<file path="src/rtl/iack_pkg.sv">
package iack_pkg;

    typedef enum logic [1:0] {
        PH_RUN  = 2'd0,
        PH_SAVE = 2'd1,
        PH_ACK  = 2'd2
    } iack_phase_e;

    function automatic int unsigned level_count(int unsigned lvl_w);
        return (1 << lvl_w) - 1;
    endfunction

endpackage

</file>
<file path="src/rtl/iack_pend.sv">
module iack_pend #(
    parameter int unsigned LVL_W = 3,
    localparam int unsigned NLVL = iack_pkg::level_count(LVL_W)
) (
    input  logic             clk,
    input  logic             rst,
    input  logic [NLVL-1:0]  irq_in,
    input  logic             clr_en,
    input  logic [LVL_W-1:0] clr_lvl,
    output logic [LVL_W-1:0] top_lvl
);
    logic [NLVL-1:0] pend_q;
    logic [NLVL-1:0] clr_vec;

    always_comb begin
        clr_vec = '0;
        for (int i = 0; i < int'(NLVL); i++) begin
            if (clr_en && (int'(clr_lvl) == i + 1)) clr_vec[i] = 1'b1;
        end
    end

    always_ff @(posedge clk) begin
        if (rst) pend_q <= '0;
        else     pend_q <= (pend_q & ~clr_vec) | irq_in;
    end

    always_comb begin
        top_lvl = '0;
        for (int i = 0; i < int'(NLVL); i++) begin
            if (pend_q[i]) top_lvl = LVL_W'(i + 1);
        end
    end
endmodule

</file>
<file path="src/rtl/iack_lvl_stack.sv">
module iack_lvl_stack #(
    parameter int unsigned LVL_W = 3,
    localparam int unsigned DEPTH = iack_pkg::level_count(LVL_W)
) (
    input  logic             clk,
    input  logic             rst,
    input  logic             push,
    input  logic [LVL_W-1:0] push_lvl,
    input  logic             pop,
    output logic [LVL_W-1:0] cur_lvl,
    output logic             empty,
    output logic             single
);
    logic [LVL_W-1:0] slot_q [DEPTH];
    logic [LVL_W-1:0] ptr_q;

    always_ff @(posedge clk) begin
        if (rst) begin
            ptr_q <= '0;
            for (int i = 0; i < int'(DEPTH); i++) slot_q[i] <= '0;
        end else if (push) begin
            slot_q[ptr_q] <= push_lvl;
            ptr_q         <= ptr_q + LVL_W'(1);
        end else if (pop && ptr_q != '0) begin
            ptr_q <= ptr_q - LVL_W'(1);
        end
    end

    assign empty   = (ptr_q == '0);
    assign single  = (ptr_q == LVL_W'(1));
    assign cur_lvl = empty ? '0 : slot_q[ptr_q - LVL_W'(1)];
endmodule

</file>
<file path="src/rtl/iack_seq.sv">
module iack_seq
    import iack_pkg::*;
#(
    parameter int unsigned LVL_W      = 3,
    parameter int unsigned VEC_W      = 8,
    parameter int unsigned TIMEOUT    = 8,
    parameter int unsigned AUTO_BASE  = 24,
    localparam int unsigned CNT_W     = (TIMEOUT > 2) ? $clog2(TIMEOUT) : 1
) (
    input  logic             clk,
    input  logic             rst,
    input  logic [LVL_W-1:0] top_lvl,
    input  logic [LVL_W-1:0] cur_lvl,
    input  logic             stk_empty,
    input  logic             stk_single,
    input  logic             insn_done,
    input  logic             save_done,
    input  logic             dev_vec_valid,
    input  logic [VEC_W-1:0] dev_vec,
    input  logic             rti,
    output logic             save_req,
    output logic             super_mode,
    output logic             iack_active,
    output logic [LVL_W-1:0] iack_level,
    output logic             vec_valid,
    output logic [VEC_W-1:0] vec_num,
    output logic             vec_auto,
    output logic             push,
    output logic [LVL_W-1:0] served,
    output logic             pop
);
    iack_phase_e      phase_q;
    logic [LVL_W-1:0] served_q;
    logic [CNT_W-1:0] cnt_q;
    logic             super_q;
    logic             vv_q, vauto_q;
    logic [VEC_W-1:0] vnum_q;

    logic take, ack_hit, ack_to, last_pop;

    assign take     = (phase_q == PH_RUN) && !rti && insn_done && (top_lvl > cur_lvl);
    assign pop      = (phase_q == PH_RUN) && rti && !stk_empty;
    assign last_pop = pop && stk_single;
    assign ack_hit  = (phase_q == PH_ACK) && dev_vec_valid;
    assign ack_to   = (phase_q == PH_ACK) && !dev_vec_valid && (cnt_q == CNT_W'(TIMEOUT - 1));
    assign push     = ack_hit || ack_to;

    always_ff @(posedge clk) begin
        if (rst) begin
            phase_q  <= PH_RUN;
            served_q <= '0;
            cnt_q    <= '0;
            super_q  <= 1'b0;
            vv_q     <= 1'b0;
            vauto_q  <= 1'b0;
            vnum_q   <= '0;
        end else begin
            vv_q <= 1'b0;
            unique case (phase_q)
                PH_RUN: begin
                    if (last_pop) super_q <= 1'b0;
                    if (take) begin
                        served_q <= top_lvl;
                        phase_q  <= PH_SAVE;
                    end
                end
                PH_SAVE: begin
                    if (save_done) begin
                        super_q <= 1'b1;
                        cnt_q   <= '0;
                        phase_q <= PH_ACK;
                    end
                end
                PH_ACK: begin
                    if (ack_hit) begin
                        vv_q    <= 1'b1;
                        vauto_q <= 1'b0;
                        vnum_q  <= dev_vec;
                        phase_q <= PH_RUN;
                    end else if (ack_to) begin
                        vv_q    <= 1'b1;
                        vauto_q <= 1'b1;
                        vnum_q  <= VEC_W'(AUTO_BASE) + VEC_W'(served_q);
                        phase_q <= PH_RUN;
                    end else begin
                        cnt_q <= cnt_q + CNT_W'(1);
                    end
                end
                default: phase_q <= PH_RUN;
            endcase
        end
    end

    assign save_req    = (phase_q == PH_SAVE);
    assign iack_active = (phase_q == PH_ACK);
    assign iack_level  = iack_active ? served_q : '0;
    assign super_mode  = super_q;
    assign vec_valid   = vv_q;
    assign vec_num     = vnum_q;
    assign vec_auto    = vauto_q;
    assign served      = served_q;
endmodule

</file>
<file path="src/rtl/vec_iack_unit.sv">
module vec_iack_unit #(
    parameter int unsigned LVL_W     = 3,
    parameter int unsigned VEC_W     = 8,
    parameter int unsigned TIMEOUT   = 8,
    parameter int unsigned AUTO_BASE = 24,
    localparam int unsigned NLVL     = iack_pkg::level_count(LVL_W)
) (
    input  logic             clk,
    input  logic             rst,
    input  logic [NLVL-1:0]  irq_in,
    input  logic             insn_done,
    output logic             save_req,
    input  logic             save_done,
    output logic             super_mode,
    output logic             iack_active,
    output logic [LVL_W-1:0] iack_level,
    input  logic             dev_vec_valid,
    input  logic [VEC_W-1:0] dev_vec,
    output logic             vec_valid,
    output logic [VEC_W-1:0] vec_num,
    output logic             vec_auto,
    input  logic             rti,
    output logic [LVL_W-1:0] run_level
);
    logic [LVL_W-1:0] top_lvl, cur_lvl, served;
    logic             push, pop, stk_empty, stk_single;

    iack_pend #(.LVL_W(LVL_W)) u_pend (
        .clk     (clk),
        .rst     (rst),
        .irq_in  (irq_in),
        .clr_en  (push),
        .clr_lvl (served),
        .top_lvl (top_lvl)
    );

    iack_lvl_stack #(.LVL_W(LVL_W)) u_stack (
        .clk      (clk),
        .rst      (rst),
        .push     (push),
        .push_lvl (served),
        .pop      (pop),
        .cur_lvl  (cur_lvl),
        .empty    (stk_empty),
        .single   (stk_single)
    );

    iack_seq #(
        .LVL_W     (LVL_W),
        .VEC_W     (VEC_W),
        .TIMEOUT   (TIMEOUT),
        .AUTO_BASE (AUTO_BASE)
    ) u_seq (
        .clk           (clk),
        .rst           (rst),
        .top_lvl       (top_lvl),
        .cur_lvl       (cur_lvl),
        .stk_empty     (stk_empty),
        .stk_single    (stk_single),
        .insn_done     (insn_done),
        .save_done     (save_done),
        .dev_vec_valid (dev_vec_valid),
        .dev_vec       (dev_vec),
        .rti           (rti),
        .save_req      (save_req),
        .super_mode    (super_mode),
        .iack_active   (iack_active),
        .iack_level    (iack_level),
        .vec_valid     (vec_valid),
        .vec_num       (vec_num),
        .vec_auto      (vec_auto),
        .push          (push),
        .served        (served),
        .pop           (pop)
    );

    assign run_level = cur_lvl;
endmodule

</file>
<file path="config.mk">
export PLATFORM = sky130hd
export DESIGN_NAME = vec_iack_unit
export DESIGN_NICKNAME = d
export VERILOG_FILES = /design/src/rtl/iack_pkg.sv /design/src/rtl/iack_pend.sv /design/src/rtl/iack_lvl_stack.sv /design/src/rtl/iack_seq.sv /design/src/rtl/vec_iack_unit.sv
export SDC_FILE = /design/constraint.sdc
export NUM_CORES = 1
export LEC_CHECK = 0
export BUFFER_PORTS_ARGS = -buffer_cell sky130_fd_sc_hd__buf_2
export CAP_MARGIN = 30
export CORE_ASPECT_RATIO = 1.25
export CORE_UTILIZATION = 50
export CTS_BUF_LIST = sky130_fd_sc_hd__clkbuf_8
export CTS_CLUSTER_SIZE = 8
export DETAILED_ROUTE_END_ITERATION = 10
export HOLD_SLACK_MARGIN = 0.12
export MAX_ROUTING_LAYER = met4
export PLACE_DENSITY = 0.74
export SYNTH_ARGS = -nofsm -noshare
export SYNTH_HDL_FRONTEND = slang
export SYNTH_SLANG_ARGS = --single-unit
</file>
<file path="constraint.sdc">
create_clock -name clk -period 3.1 [get_ports clk]
set_clock_uncertainty 0.1 [all_clocks]
set_input_delay 0.62 -clock clk [delete_from_list [all_inputs] [get_ports clk]]
set_output_delay 0.62 -clock clk [all_outputs]
set_load 0.005 [all_outputs]
</file>
# --- After elaboration in Yosys (flattened, before gate mapping) ---
# Memories as Yosys holds them, arrays and structs flattened.
# Index checks and enable logic that the tools add are counted.
totals:
  regBits: 29
  mem_bits_rw: 21
  inputBits: 21
  out_inout_bits: 19
  wordCells: 115
  mem_count: 1
mem_list:
  columns: ["name", "words", "width", "read_ports", "rd_clocked_by_memory_dff", "write_ports", "line_no", "text"]
  rows:
  - ["u_stack.slot_q", 7, 3, 1, 0, 7, "iack_lvl_stack.sv:14", "logic [LVL_W-1:0] slot_q [DEPTH];"]
op_classes:
  add_sub_neg: 4
  order_cmp: 1
  n_eq_ne: 17
  mux: 44
  bitwise_logic: 4
  reduce_logical: 35
ops:
  columns: ["op", "n"]
  rows:
  - ["3-bit 2-to-1 mux", 13]
  - ["1-bit 2-to-1 mux", 20]
  - ["1-bit logical AND", 17]
  - ["8-bit 2-to-1 mux", 2]
  - ["3-bit == test (second input constant)", 5]
  - ["2-bit 2-to-1 mux", 6]
  - ["2-bit nonzero test", 4]
  - ["7-bit AND", 1]
  - ["7-bit NOT", 1]
  - ["7-bit bitwise OR", 1]
  - ["3-bit by 1-bit adder with 3-bit output (second input constant)", 2]
  - ["5-bit by 3-bit adder with 6-bit output (first input constant)", 1]
  - ["3-bit by 1-bit == test with 1-bit output (second input constant)", 2]
  - ["3-bit by 2-bit == test with 1-bit output (second input constant)", 2]
  - ["2-bit by 1-bit inequality test with 1-bit output (second input constant)", 3]
  - ["2-bit case mux with 3 select lines", 1]
  - ["3-bit case mux with 2 select lines", 1]
  - ["3-bit AND reduction", 2]
  - ["2-bit inequality test (second input constant)", 2]
  - ["2-bit AND reduction", 2]
  - ["4-bit AND reduction", 1]
  - ["3-bit greater-than comparator", 1]
  - ["1-bit zero test", 3]
  - ["3-bit zero test", 1]
  - ["other kinds (11)", 11]

# --- Depth between registers and ports, before layout ---
# Gate-level depths: netlist of the first run.
depth:
  ltp_word: 11
  ltp_mapped: 12
  depth_no_buf: 10

# --- By module ---
# From an unflattened synthesis of the first run, not the netlist that was laid out.
unflattened:
  cells_unflattened: 265
  hier_area_um2: 2630.0
by_module_without_submodules:
  columns: ["module", "instances", "cells_per_inst", "area_per_inst_um2", "seq_area_each_um2"]
  rows:
  - ["iack_lvl_stack", 1, 127, 1385.1, 750.7]
  - ["iack_seq", 1, 99, 933.4, 380.4]
  - ["iack_pend", 1, 39, 311.5, 140.1]

# --- Worst setup path after synthesis of the first run ---
# OpenSTA, ideal clock, no wires.
synth_timing:
  kind: "register to register"
  from: "register u_stack.ptr_q[1]"
  to: "register u_seq.served_q[1], in the netlist u_seq.served[1]"
  setup_ps: 128
  arrival_time_ps: 2837
  required_ps: 2872
  setup_slack_ps: 36
  path_stages_with_launch: 13
  n_path_buf: 2
  synth_period_minus_slack_ps: 3064
  cell_sequence: "dfxtp_1 clkbuf_1 inv_1 ha_1 buf_2 mux4_2 o21ai_0 nand2_1 ha_1 and3_1 a211oi_4 mux2i_1 nor2_1"
synth_between:
  elab_chain_cells: 6
  word_cells_on_any_way: 7
synth_rtl:
  columns: ["element", "line_no", "text"]
  rows:
  - ["from (decl)", "iack_lvl_stack.sv:15", "logic [LVL_W-1:0] ptr_q;"]
  - ["from (signal assigned)", "iack_lvl_stack.sv:23", "ptr_q <= ptr_q + LVL_W'(1);"]
  - ["from (signal assigned)", "iack_lvl_stack.sv:25", "ptr_q <= ptr_q - LVL_W'(1);"]
  - ["3-bit by 1-bit subtractor with 3-bit output", "iack_lvl_stack.sv:31", "assign cur_lvl = empty ? '0 : slot_q[ptr_q - LVL_W'(1)];"]
  - ["memory 7 x 3 bit", null, null]
  - ["3-bit 2-to-1 mux *", "iack_lvl_stack.sv:31", null]
  - ["named net run_level[0]", "vec_iack_unit.sv:23", "output logic [LVL_W-1:0] run_level"]
  - ["3-bit greater-than comparator *", "iack_seq.sv:41", "assign take = (phase_q == PH_RUN) && !rti && insn_done && (top_lvl > cur_lvl);"]
  - ["1-bit logical AND *", "iack_seq.sv:41", null]
  - ["2-bit AND reduction (no line) *", null, null]
  - ["to (signal assigned)", "iack_seq.sv:63", "served_q <= top_lvl;"]
  - ["to (decl)", "iack_seq.sv:33", "logic [LVL_W-1:0] served_q;"]
# The timed path passes the listed nets; every way through them passes the cells marked *.
# A chain may end at the register's enable or synchronous reset.

# --- Final worst setup path of the first run ---
layout_timing:
  from: "register u_stack.ptr_q[1]"
  to: "register u_seq.served_q[1], in the netlist u_seq.served[1]"
layout_between:
  elab_chain_cells: 6
  word_cells_on_any_way: 7
layout_rtl:
  columns: ["element", "line_no"]
  rows:
  - ["3-bit by 1-bit subtractor with 3-bit output", "iack_lvl_stack.sv:31"]
  - ["memory 7 x 3 bit", null]
  - ["3-bit 2-to-1 mux *", "iack_lvl_stack.sv:31"]
  - ["3-bit greater-than comparator *", "iack_seq.sv:41"]
  - ["1-bit logical AND *", "iack_seq.sv:41"]
  - ["2-bit AND reduction (no line) *", null]
# Mark *: on every way between the ends. The rest lies on a longest branch, timed or not.

==> results of run 1 <==
layer usage:
layer	track usage [%]	part of all wire, %	wire length [um]	up-vias
met3	2.88	4.6	269	6
met1	29.5	42	2470	975
met4	7.02	1.0	59	0
met2	42.7	52	3010	64
li1	-	-	-	1014
met5	-	0	0	-
flip-flops by register name (all words and copies together) (netlist names):
name	count
u_stack.slot_q	24
u_seq.served	3
u_seq.cnt_q	3
u_stack.ptr_q	3
u_seq.vec_num	8
u_seq.phase_q	2
u_seq.vec_valid	1
u_pend.pend_q	7
u_seq.vec_auto	1
u_seq.super_mode	1
cell usage in the layout (no fill, tap or decap), types with 2 or more instances in the layout:
cell | netlist | final
nor2_1 | 39 | 39
buf_2 | 2 | 39
dfxtp_1 | 32 | 32
edfxtp_1 | 21 | 21
inv_1 | 15 | 17
nand2_1 | 17 | 17
a21oi_1 | 15 | 15
nor3_1 | 11 | 11
o21ai_0 | 9 | 9
and2_1 | 8 | 8
ha_1 | 9 | 8
and3_1 | 7 | 7
o31ai_1 | 7 | 7
mux2i_1 | 7 | 7
buf_4 | 0 | 7
nand2b_1 | 6 | 6
mux4_2 | 6 | 6
a22oi_1 | 5 | 5
clkbuf_8 | 0 | 5
nor2b_1 | 4 | 4
nand3_1 | 4 | 4
a311oi_1 | 4 | 4
nor4_1 | 3 | 3
nor3b_1 | 2 | 2
or2_2 | 2 | 2
nand4_1 | 2 | 2
o22ai_1 | 2 | 2
cells in the mapped netlist, drive strengths merged, types with 4 or more instances:
cell type and instances:
nand3 4, nor2b 4, clkbuf 14, and2 9, mux2i 7, a22oi 5, nor2 39, and3 7
a21oi 15, inv 15, o31ai 7, ha 9, o21ai 9, nand2 17, nor3 11, edfxtp 21
mux4 6, a311oi 4, nand2b 6, dfxtp 32
worst reg2reg max path, cell delays in order (launching register included):
cell and delay [ns]:
dfxtp_1 0.36, inv_1 0.07, ha_2 0.43, mux4_2 0.52
o21ai_0 0.07, and2_1 0.16, ha_1 0.25, and3_1 0.20
a211oi_4 0.31, mux2i_1 0.22, nor2_1 0.05
per-stage QoR:
stage	cells	cell area (sq um)	worst slack (ns)	hold WS [ns]
floorplan	265	2580	0.0355	0.351
global placement	354	2830	0.292	0.374
detailed placement	354	2830	0.180	0.380
CTS	362	2910	0.153	0.397
global route	362	2920	0.00107	0.422
finish	362	2920	0.207	0.396
power by group:
group / total, mW / switching, mW / internal (mW) / leakage, nW
combinational: 0.659 / 0.353 / 0.306 / 0.718
clock: 0.361 / 0.209 / 0.151 / 0.0482
sequential: 0.820 / 0.0533 / 0.767 / 0.468
total: 1.84 / 0.616 / 1.22 / 1.23
what timing repair did:
action                                  CTS  global route
gates resized for setup                   0             1
endpoints found under the setup margin    0             3
hold endpoints to repair                  0             0
setup buffers                             0             0
cell type report:
type | count | area share (%)
repair buffers | 46 | 8.49
multi-input cells | 180 | 40.7
inverters | 15 | 1.93
well taps | 60 | 2.57
clock buffers | 5 | 2.36
flip-flops and latches | 53 | 43.6
clock inverters | 3 | 0.386
cell families after synthesis:
family | after synthesis
simple gates | 109
buf+inv | 32
compound gates | 48
mux | 14
flops | 53
fa+ha+maj | 9
worst paths after layout:
path | cells past startpoint | start | slack, ns | to
max | 10 | u_stack.ptr_q[1]$_SDFFE_PP0P_ | 0.21 | u_seq.served[1]$_SDFFE_PP0P_
min | 2 | u_pend.pend_q[1]$_SDFF_PP0_ | 0.40 | u_pend.pend_q[1]$_SDFF_PP0_
max reg2reg | 10 | u_stack.ptr_q[1]$_SDFFE_PP0P_ | 0.21 | u_seq.served[1]$_SDFFE_PP0P_
min reg2reg | 2 | u_pend.pend_q[1]$_SDFF_PP0_ | 0.40 | u_pend.pend_q[1]$_SDFF_PP0_
==> results.md, run 1 <==
- Largest family of logic cells by synthesized area: simple AND/OR/NAND/NOR gates
- Die area: 5450 sq um
- Synth Area in XOR/XNOR: 0%
- Post-layout util: 60.3%
- Synth warnings: 0
- Clk root buf: clkbuf_8
- Buf/Inv on CP: 1
- Vias in the first global route: 2012
- Share of cells above drive strength 1: 21.2%
- First-pass GRT wire length: 9630 um
- Ys async rst share: 0%
- Clock Path Buffers: 2
- Routed wire length: 5800 um
- Max Cap Violations: 0
- Syn nets: 295
- Slew @ Worst Pin: 0.747 ns
- Via count: 2059
- Final antenna diode count: 0
- Slew headroom: 49.7%
- CP arrival: 2.96 ns
- #FFs+latches synth: 53
- FF+latch area: 1270 sq um
- Post-CTS Hold Fix Bufs: 0
- CP Data Required Time: 3.17 ns
- Initial core utilization: 53.3%
- Nets: 331
- RSZ-0062 raised after global routing: false
- Setup CP Type: reg2reg
- Mapped Cells: 265
- Worst path cell trace: inv_1 > ha_2 > mux4_2 > o21ai_0 > and2_1 > ha_1 > and3_1 > a211oi_4 > mux2i_1 > nor2_1
- P&R area growth vs syn: 13.2%
- Post-synth EDFFs: 21
- Max Freq: 346 MHz
- Die width: 66.2 um
- Layout fillers: 437
- Final min period: 2.89 ns
- Multiplexer share of the synthesized area: 8.40%
- Clock Sinks: 53
- Startpoint class of the critical path: flip-flop
- Period utilization: 93.3%
- Gpl congestion: 0.852
- FP Rows: 28
- Num CTS Buffers: 5
- Post-Synth Adder-Cell Area: 4.37%
- Synthesized cell area: 2580 sq um
- Leakage: 1.23 nW
- CP top delay family: multiplexers
- Status: finished, final reports clean
- Area share of and/or/nand/nor cells after synthesis: 20.8%
- PD cells: 631 nW/um^2
- Slowest-stage cell, CP: mux4_2
- Iteration-0 DRC Markers: 137
- # port buffers: 39
- Total grt overflow: 0
- Slew Limit Fails: 0
- DRT Pass-1 Iters: 4
- Top cell type's share of synthesized area: 24.9%
- Dominant cell type by area after synthesis: dfxtp_1
- H-Tree Depth: 2
- Syn Area/Cell: 9.73 sq um
- GRT Overall Usage: 24.4%
- Synth Area in Compound Gates: 12.3%
- CTS tree: built
- Antenna Nets Post-Route: 0
- DRC errors left: 0
- Slowest Stage Delay on Critical Path: 0.52 ns
- Sequential share of the synthesized area: 49.3%
- Dominant synthesized flop cell: dfxtp_1
- Largest net degree at the start of global routing: 40
- Core area: 4830 sq um
- Worst-Skew Late Latency: 0.30 ns
- DP HPWL: 4250 um
- Per-cell routed wire length: 16.0 um
- Class of the worst hold path: reg2reg
- Worst vdd ir: 0.342 mV
- Clock transition at path regs: 0.09 ns
- Area of the multi-input gates: 1190 sq um
- Final setup viols: 0
- Synth top area cells: dfxtp_1 25%, edfxtp_1 24%, nor2_1 5.7%, mux4_2 5.2%, ha_1 4.4%
- Total power: 1.84 mW
- Post-DR vias/cell: 5.69
- Fin Setup TNS: 0 ns
- Io pins: 40
- Worst-path fanout max: 6
- Initial antenna violation count: 0
- CP Capture Type: flip-flop
- Synth unique cells: 38
- Die H: 82.3 um
- Final hold vios: 0
No activity file was read; power rests on OpenSTA's default activity.
==> inputs of run 2 (changes only) <==
CORE_UTILIZATION = 43   (was 50)
PLACE_DENSITY = 0.66   (was 0.74)
==> run 2 against run 1 <==
Against the previous run: the flow now finishes with violations (design-rule violations); hold slack got worse by 0.0051 ns; combinational power increased by 2%; global-route usage decreased by 3.9 points.
==> results.md, run 2 (synthesis results as in run 1) <==
- Gpl congestion: 0.860 (was 0.852)
- Core area: 5780 sq um (was 4830 sq um)
- Slew headroom: 51.4% (was 49.7%)
- Via count: 2022 (was 2059)
- Fin Setup TNS: 0 ns (unchanged)
- Worst setup slack after layout: 0.279 ns (was 0.207 ns)
- Initial antenna violation count: 0 (unchanged)
- Clock transition at path regs: 0.10 ns (was 0.09 ns)
- FF+latch area: 1270 sq um (unchanged)
- DRC errors left: 1 (was 0)
- Clk root buf: clkbuf_8 (unchanged)
- GRT Overall Usage: 20.4% (was 24.4%)
- Antenna Nets Post-Route: 0 (unchanged)
- CP arrival: 2.93 ns (was 2.96 ns)
- Per-cell routed wire length: 15.7 um (was 16.0 um)
- Clock Path Buffers: 2 (unchanged)
- Routed wire length: 5780 um (was 5800 um)
- Biggest register: u_stack.slot_q (unchanged)
- Share of cells above drive strength 1: 21.5% (was 21.2%)
- Status: finished with violations (was finished, final reports clean)
- Class of the worst hold path: reg2reg (unchanged)
- P&R area growth vs syn: 13.9% (was 13.2%)
- Total grt overflow: 0 (unchanged)
- Post-DR vias/cell: 5.49 (was 5.69)
- Failing checks: design-rule violations
- Die width: 71.3 um (was 66.2 um)
- CP Data Required Time: 3.21 ns (was 3.17 ns)
- RSZ-0062 raised after global routing: false (unchanged)
- Max Freq: 354 MHz (was 346 MHz)
- Max Cap Violations: 0 (unchanged)
- First-pass GRT wire length: 9510 um (was 9630 um)
- Num CTS Buffers: 5 (unchanged)
- DRT Pass-1 Iters: 7 (was 4)
- Final setup viols: 0 (unchanged)
- Slowest-stage cell, CP: mux4_2 (unchanged)
- Worst slack, placed: 0.143 ns (was 0.180 ns)
- CP Capture Type: flip-flop (unchanged)
- Iteration-0 DRC Markers: 61 (was 137)
- Hold_sp: u_pend.pend_q[1]$_SDFF_PP0_ (unchanged)
- Crit path launch: u_stack.ptr_q[0]$_SDFFE_PP0P_ (was u_stack.ptr_q[1]$_SDFFE_PP0P_)
- Worst vdd ir: 0.286 mV (was 0.342 mV)
- Worst-Skew Late Latency: 0.30 ns (about the same)
- Slew Limit Fails: 0 (unchanged)
- Final hold vios: 0 (unchanged)
- Commonest non-fill, non-tap cells in the layout: 39 x nor2_1, 39 x buf_2, 32 x dfxtp_1, 21 x edfxtp_1, 17 x nand2_1 (was 39 x nor2_1, 39 x buf_2, 32 x dfxtp_1, 21 x edfxtp_1)
- PD cells: 632 nW/um^2 (was 631 nW/um^2)
- Die H: 88.6 um (was 82.3 um)
- Layout fillers: 553 (was 437)
- Worst-path fanout max: 8 (was 6)
- Slowest Stage Delay on Critical Path: 0.50 ns (was 0.52 ns)
- Vias in the first global route: 1907 (was 2012)
- # port buffers: 39 (unchanged)
- Total power: 1.86 mW (was 1.84 mW)
- Area of the multi-input gates: 1200 sq um (was 1190 sq um)
- Leakage: 1.23 nW (about the same)
- Final min period: 2.82 ns (was 2.89 ns)
- Io pins: 40 (unchanged)
- Nets: 331 (unchanged)
- R2r startpoint: u_stack.ptr_q[0]$_SDFFE_PP0P_ (was u_stack.ptr_q[1]$_SDFFE_PP0P_)
- H-Tree Depth: 2 (unchanged)
- Setup CP Type: reg2reg (unchanged)
- Slew @ Worst Pin: 0.729 ns (was 0.747 ns)
- Largest net degree at the start of global routing: 40 (unchanged)
- Clock Sinks: 53 (unchanged)
- Max reg flops: 24 (unchanged)
- Worst path cell trace: inv_1 > ha_4 > mux4_2 > o21ai_0 > and2_1 > ha_1 > and3_1 > a211oi_4 > nor2_1 > a311oi_1 (was inv_1 > ha_2 > mux4_2 > o21ai_0 > and2_1 > ha_1 > and3_1 > a211oi_4 > mux2i_1 > nor2_1)
- DP HPWL: 4270 um (was 4250 um)
- FP Rows: 31 (was 28)
- Final antenna diode count: 0 (unchanged)
- Initial core utilization: 44.6% (was 53.3%)
- Die area: 6310 sq um (was 5450 sq um)
- Startpoint class of the critical path: flip-flop (unchanged)
- CTS tree: built (unchanged)
- Period utilization: 91.0% (was 93.3%)
run 2: stage by stage:
| stage | hold WS (ns) | cell area, sq um | util, % | instances |
|---|---|---|---|---|
| after floorplan | 0.351 | 2580 | - | 265 |
| after global placement | 0.373 | 2830 | 48.9 | 358 |
| after detailed placement | 0.382 | 2830 | 49.0 | 359 |
| after CTS | 0.397 | 2920 | 50.4 | 367 |
| after global routing | 0.421 | 2940 | 50.8 | 368 |
| final | 0.391 | 2940 | 50.8 | 368 |
run 2: timing repair:
item	in CTS	in global routing
resized for setup	0	2
buffers inserted	0	1
hold buffers	0	0
endpoints found under the setup margin	0	3
run 2: power breakdown:
| part | switching, mW | internal [mW] | leakage (nW) |
|---|---|---|---|
| clock network | 0.215 | 0.152 | 0.0392 |
| registers | 0.0524 | 0.766 | 0.468 |
| logic | 0.355 | 0.315 | 0.721 |
run 2: final timing paths:
path                                       end  slack (ns)  cells after the start
setup reg to reg  u_seq.served[2]$_SDFFE_PP0P_        0.28                     10
hold reg to reg    u_pend.pend_q[1]$_SDFF_PP0_        0.39                      2
hold / removal     u_pend.pend_q[1]$_SDFF_PP0_        0.39                      2
setup / recovery  u_seq.served[2]$_SDFFE_PP0P_        0.28                     10
run 2: cell type report:
type / instances / area share (%)
clock buffer: 5 / 2.34
clock inverter: 3 / 0.426
inverter: 15 / 1.92
multi-input combinational: 180 / 40.8
sequential: 53 / 43.3
tap: 66 / 2.81
timing repair buffer: 46 / 8.44
run 2: worst max-delay path: cells and delay by family, from the launching register on:
| kind | cells | cell delay (ns) |
|---|---|---|
| flip-flops | 1 | 0.34 |
| buffers and inverters | 1 | 0.08 |
| multiplexers | 1 | 0.50 |
| AO/OA/AOI/OAI | 3 | 0.66 |
| AND/OR/NAND/NOR | 3 | 0.44 |
| adder cells (fa/ha/maj) | 2 | 0.60 |
run 2: per-layer routing:
| layer | wire, um | global-route usage [%] | share of wire [%] | up-vias |
|---|---|---|---|---|
| met5 | 0 | - | 0 | - |
| met4 | 121 | 6.55 | 2.1 | 0 |
| met3 | 243 | 2.51 | 4.2 | 9 |
| met2 | 2850 | 34.6 | 49 | 66 |
| met1 | 2570 | 25.5 | 44 | 934 |
| li1 | - | - | - | 1013 |
